$ cat src/rtl/cond_exec_pkg.sv
package cond_exec_pkg;

    typedef enum logic [3:0] {
        CC_EQ = 4'd0,
        CC_NE = 4'd1,
        CC_CS = 4'd2,
        CC_CC = 4'd3,
        CC_MI = 4'd4,
        CC_PL = 4'd5,
        CC_VS = 4'd6,
        CC_VC = 4'd7,
        CC_HI = 4'd8,
        CC_LS = 4'd9,
        CC_GE = 4'd10,
        CC_LT = 4'd11,
        CC_GT = 4'd12,
        CC_LE = 4'd13,
        CC_AL = 4'd14,
        CC_NV = 4'd15
    } cond_code_e;

    typedef struct packed {
        logic neg;
        logic zero;
        logic carry;
        logic ovf;
    } flags_t;

    typedef enum logic {
        FS_HOLD = 1'b0,
        FS_LOAD = 1'b1
    } flag_step_e;

endpackage

$ cat src/rtl/cond_eval.sv
module cond_eval
    import cond_exec_pkg::*;
(
    input  logic [3:0] cond_i,
    input  flags_t     flags_i,
    output logic       pass_o
);

    logic n_eq_v;

    always_comb begin
        n_eq_v = (flags_i.neg == flags_i.ovf);
        unique case (cond_code_e'(cond_i))
            CC_EQ: pass_o = flags_i.zero;
            CC_NE: pass_o = !flags_i.zero;
            CC_CS: pass_o = flags_i.carry;
            CC_CC: pass_o = !flags_i.carry;
            CC_MI: pass_o = flags_i.neg;
            CC_PL: pass_o = !flags_i.neg;
            CC_VS: pass_o = flags_i.ovf;
            CC_VC: pass_o = !flags_i.ovf;
            CC_HI: pass_o = flags_i.carry && !flags_i.zero;
            CC_LS: pass_o = !flags_i.carry || flags_i.zero;
            CC_GE: pass_o = n_eq_v;
            CC_LT: pass_o = !n_eq_v;
            CC_GT: pass_o = !flags_i.zero && n_eq_v;
            CC_LE: pass_o = flags_i.zero || !n_eq_v;
            CC_AL: pass_o = 1'b1;
            CC_NV: pass_o = 1'b0;
        endcase
    end

    always_comb begin
        if (cond_i == CC_AL) AST_AL_PASSES: assert (pass_o);
        if (cond_i == CC_NV) AST_NV_BLOCKS: assert (!pass_o);
    end

endmodule

$ cat src/rtl/flag_gen.sv
module flag_gen
    import cond_exec_pkg::*;
#(
    parameter int DATA_W = 32
) (
    input  logic [DATA_W-1:0] result_i,
    input  logic              carry_i,
    input  logic              ovf_i,
    output flags_t            next_o
);

    localparam int SIGN_BIT = DATA_W - 1;

    always_comb begin
        next_o.neg   = result_i[SIGN_BIT];
        next_o.zero  = (result_i == '0);
        next_o.carry = carry_i;
        next_o.ovf   = ovf_i;
    end

endmodule

$ cat src/rtl/flag_reg.sv
module flag_reg
    import cond_exec_pkg::*;
(
    input  logic   clk,
    input  logic   rst_n,
    input  logic   load_i,
    input  flags_t next_i,
    output flags_t flags_o
);

    flag_step_e step;
    flags_t     flags_d;

    always_comb begin
        step = load_i ? FS_LOAD : FS_HOLD;
        unique case (step)
            FS_HOLD: flags_d = flags_o;
            FS_LOAD: flags_d = next_i;
        endcase
    end

    always_ff @(posedge clk or negedge rst_n) begin
        if (!rst_n) flags_o <= '0;
        else        flags_o <= flags_d;
    end

    AST_FLAGS_HOLD: assert property (@(posedge clk) disable iff (!rst_n)
        !load_i |=> $stable(flags_o));
    AST_FLAGS_LOAD: assert property (@(posedge clk) disable iff (!rst_n)
        load_i |=> (flags_o == $past(next_i)));

endmodule

$ cat src/rtl/cond_exec_unit.sv
module cond_exec_unit
    import cond_exec_pkg::*;
#(
    parameter int DATA_W = 32,
    parameter int COND_W = 4
) (
    input  logic              clk,
    input  logic              rst_n,
    input  logic              instr_valid,
    input  logic [COND_W-1:0] instr_cond,
    input  logic [DATA_W-1:0] alu_result,
    input  logic              alu_carry,
    input  logic              alu_overflow,
    input  logic              set_flags,
    input  logic              is_compare,
    input  logic              wants_write,
    output logic              exec_en,
    output logic              reg_wr_en,
    output logic [3:0]        flags_nzcv
);

    flags_t cur_flags;
    flags_t next_flags;
    logic   cond_pass;
    logic   flag_load;

    cond_eval u_eval (
        .cond_i  (instr_cond),
        .flags_i (cur_flags),
        .pass_o  (cond_pass)
    );

    flag_gen #(.DATA_W(DATA_W)) u_gen (
        .result_i (alu_result),
        .carry_i  (alu_carry),
        .ovf_i    (alu_overflow),
        .next_o   (next_flags)
    );

    always_comb begin
        exec_en    = instr_valid && cond_pass;
        reg_wr_en  = exec_en && wants_write && !is_compare;
        flag_load  = exec_en && (set_flags || is_compare);
        flags_nzcv = cur_flags;
    end

    flag_reg u_reg (
        .clk     (clk),
        .rst_n   (rst_n),
        .load_i  (flag_load),
        .next_i  (next_flags),
        .flags_o (cur_flags)
    );

    AST_IDLE_NO_EXEC: assert property (@(posedge clk) disable iff (!rst_n)
        !instr_valid |-> (!exec_en && !reg_wr_en));
    AST_CMP_NO_WRITE: assert property (@(posedge clk) disable iff (!rst_n)
        is_compare |-> !reg_wr_en);
    AST_FAIL_IS_NOP: assert property (@(posedge clk) disable iff (!rst_n)
        (instr_valid && !exec_en) |=> $stable(flags_nzcv));
    AST_NV_KEEPS: assert property (@(posedge clk) disable iff (!rst_n)
        (instr_cond == 4'hF) |=> $stable(flags_nzcv));
    AST_WRITE_NEEDS_EXEC: assert property (@(posedge clk) disable iff (!rst_n)
        reg_wr_en |-> (exec_en && wants_write));

endmodule

$ cat config.mk
export PLATFORM = sky130hd
export DESIGN_NAME = cond_exec_unit
export DESIGN_NICKNAME = d
export VERILOG_FILES = /design/src/rtl/cond_exec_pkg.sv /design/src/rtl/cond_eval.sv /design/src/rtl/flag_gen.sv /design/src/rtl/flag_reg.sv /design/src/rtl/cond_exec_unit.sv
export SDC_FILE = /design/constraint.sdc
export NUM_CORES = 1
export LEC_CHECK = 0
export ABC_AREA = 1
export BUFFER_PORTS_ARGS = -buffer_cell sky130_fd_sc_hd__buf_4
export CAP_MARGIN = 20
export CORE_MARGIN = 4
export CORE_UTILIZATION = 30
export DETAILED_ROUTE_END_ITERATION = 8
export GPL_TIMING_DRIVEN = 0
export PLACE_DENSITY = 0.68
export SLEW_MARGIN = 20
export SYNTH_ARGS = -nofsm -noshare
export SYNTH_HDL_FRONTEND = slang
export SYNTH_SLANG_ARGS = --single-unit
export TNS_END_PERCENT = 10
$ cat constraint.sdc
create_clock -name clk -period 1.4 [get_ports clk]
set_input_delay 0.07 -clock clk [delete_from_list [all_inputs] [get_ports clk]]
set_output_delay 0.07 -clock clk [all_outputs]
set_load 0.05 [all_outputs]
==> results_dict.tcl <==
set metrics [dict create \
    async_flop_share 1.00 \
    startpoint_type "flip-flop" \
    outcome "finished, violations left" \
    regToRegStartpoint "u_reg.flags_o[2]$_DFFE_PN0P_" \
    seq_area_frac_synth 0.190 \
    final_cell_mix "50 x buf_4, 34 x nand2_1, 14 x nor2_1" \
    fin_setup_tns_ns -0.653 \
    antenna_found_initial 0 \
    design_area_um2 990 \
    first_global_vias 798 \
    final_net_count 194 \
    dp_slack_ns -0.122 \
    cts_made_buffers 3 \
    r2r_end "u_reg.flags_o[0]$_DFFE_PN0P_" \
    ioPinCount 50 \
    crit_required_ns 1.33 \
    syn_inst 92 \
    place_area_um2 923 \
    drt-pass1-iter-count 3 \
    end_kind "output port" \
    port_buffers 49 \
    h-tree-depth 1 \
    grt-ovfl-total 0 \
    worstHoldStart "alu_carry" \
    dieArea_um2 2490 \
    hold-path-endpoint "u_reg.flags_o[1]$_DFFE_PN0P_" \
    synth_top_area_frac 0.243 \
    final_cells 165 \
    setup_slack_ns -0.270 \
    p_clk_frac 0.156 \
    grt_use_total 0.148 \
    layout_min_cycle_time_ns 1.67 \
    route.vias.total 793 \
    drtAntennaViolNets 0 \
    power_leakage_nw 0.567 \
    syn_nets 136 \
    largest_register "u_reg.flags_o" \
    start_util 0.333 \
    slew_headroom 0.830 \
    n_antenna_cell 0 \
    wl_per_cell_um 10.4 \
    syn_avg_cell_area_um2 5.71 \
    multi_input_area_um2 379 \
    peakVddDrop_mv 0.776 \
    ys_ff_latch 4 \
    synth.cell_area_um2 526 \
    fillers 155 \
    dp_cells 157 \
    drv_cap 0 \
    register_area_um2 104 \
    die_h_um 49.9 \
    synth_edf_count 0 \
    power_density_nw_per_um2 1030 \
    tightest_slew_ns 0.253 \
    worst-r2r-cell-count 13 \
    finClkSkew_ns 0.000870 \
    synth_warnings 0 \
    path_class "reg -> out" \
    clkTransAtPathRegs_ns 0.04 \
    largest_reg_flops 4 \
    min_path_cells 3 \
    failed_checks "setup timing" \
    grt_max_degree 8 \
    drive_above_1_share 0.483 \
    die_x_um 49.9 \
    switching_share 0.467 \
    ys.flop_type "dfrtp_1" \
    routed_wl_um 1720 \
    fin_util 0.628 \
    clock_path_buffers 2 \
    dpl.hpwl_um 1550 \
    switchingPower_mw 0.474 \
    synth_area_leaders "nand2_1 24%, dfrtp_1 19%, nor2_1 10%" \
    drc_errors 0 \
    power.share.sequential 0.195 \
    grt_pass1_wl_um 2890 \
    gp_congestion 0.735 \
    intPower_mw 0.541 \
    rsz0062_at_grt "yes" \
    crit_arrival_ns 1.60 \
    post-route-period-util 1.19 \
    via_per_inst 4.81 \
    hold_class "in -> reg" \
    rows 14 \
    reg2reg_slack_ns -0.06 \
    largestRegisters "u_reg.flags_o: 4 flops" \
    layout_commonest_cell "buf_4" \
    comb_power_share 0.649 \
    core_region_area_um2 1580 \
    crit_fanout 4 \
    synth_area_leader_cell "nand2_1" \
    holdWs_ns 0.106 \
    setup_viol 6 \
    cts_tree "built" \
    clk_latency_ns 0.24 \
    power_mw 1.01 \
    clock_sinks 4 \
    drt_iter0_drc 5 \
    ys_types 18 \
    area_delta_synth_final_pct 88.3 \
    cts_root_buffer "clkbuf_4" \
    slew_viol_final 0 \
    max_freq_mhz 599 \
    finalHoldViolations 0 \
]
==> cell usage after synthesis, types with 2 or more instances <==
master and number:
a21oi_1 2, dfrtp_1 4, nor4_1 4, nor2_1 14
nand3_1 2, nand2_4 2, inv_1 11, nand2_1 34
inv_2 3, nand3b_1 2, o21ai_2 2, nand4_1 6
==> critical path, cell delays in order, from the launching register on <==
cell	delay [ns]
dfrtp_1	0.40
inv_1	0.09
nand2_1	0.08
nand2_1	0.06
nand2_1	0.04
nand2_1	0.07
nand2_1	0.06
nand3_2	0.08
nand2_4	0.05
nand2_4	0.06
nand2_2	0.06
nor3_4	0.12
buf_6	0.18
==> per-layer routing <==
layer | part of all wire | GRT usage
met5 | 0 | 0
met4 | 0 | 0.0553
met3 | 0.12 | 0.0572
met2 | 0.50 | 0.273
met1 | 0.38 | 0.147
==> final cells by class <==
class | count | share of cell area
inverter | 14 | 0.0531
clock buffer | 4 | 0.0265
timing repair buffer | 53 | 0.412
tap | 16 | 0.0202
sequential | 4 | 0.105
multi-input combinational | 74 | 0.383
==> worst max-delay path by stage <==
stage / startpoint / endpoint / cells past startpoint
after floorplan: u_reg.flags_o[2]$_DFFE_PN0P_ / reg_wr_en / 11
after global placement: u_reg.flags_o[0]$_DFFE_PN0P_ / reg_wr_en / 12
after detailed placement: u_reg.flags_o[0]$_DFFE_PN0P_ / reg_wr_en / 12
after CTS: u_reg.flags_o[0]$_DFFE_PN0P_ / reg_wr_en / 12
after global routing: u_reg.flags_o[0]$_DFFE_PN0P_ / reg_wr_en / 12
final: u_reg.flags_o[2]$_DFFE_PN0P_ / reg_wr_en / 12
==> power groups by stage <==
stage	logic [mW]	registers, mW	clock network [mW]
after floorplan	0.276	0.314	0
after global placement	0.593	0.200	0
after detailed placement	0.604	0.202	0
after CTS	0.667	0.197	0.160
after global routing	0.724	0.207	0.180
final	0.659	0.197	0.159
==> logic make-up (layout without fill, tap and decap cells) <==
logic type,count (synthesis),after routing,share of synthesized area
AO/OA/AOI/OAI,5,5,0.0619
buffers and inverters,14,71,0.100
flip-flops,4,4,0.190
AND/OR/NAND/NOR,69,69,0.648
==> timing repair <==
action | in CTS | in global routing
endpoints found under the setup margin | 3 | 6
hold buffers | 1 | 0
setup buffers | 3 | 0
hold endpoints to repair | 4 | 0
resized for setup | 4 | 0
pin swaps | 2 | 0
Note: power is estimated with default switching activity, not from simulation.
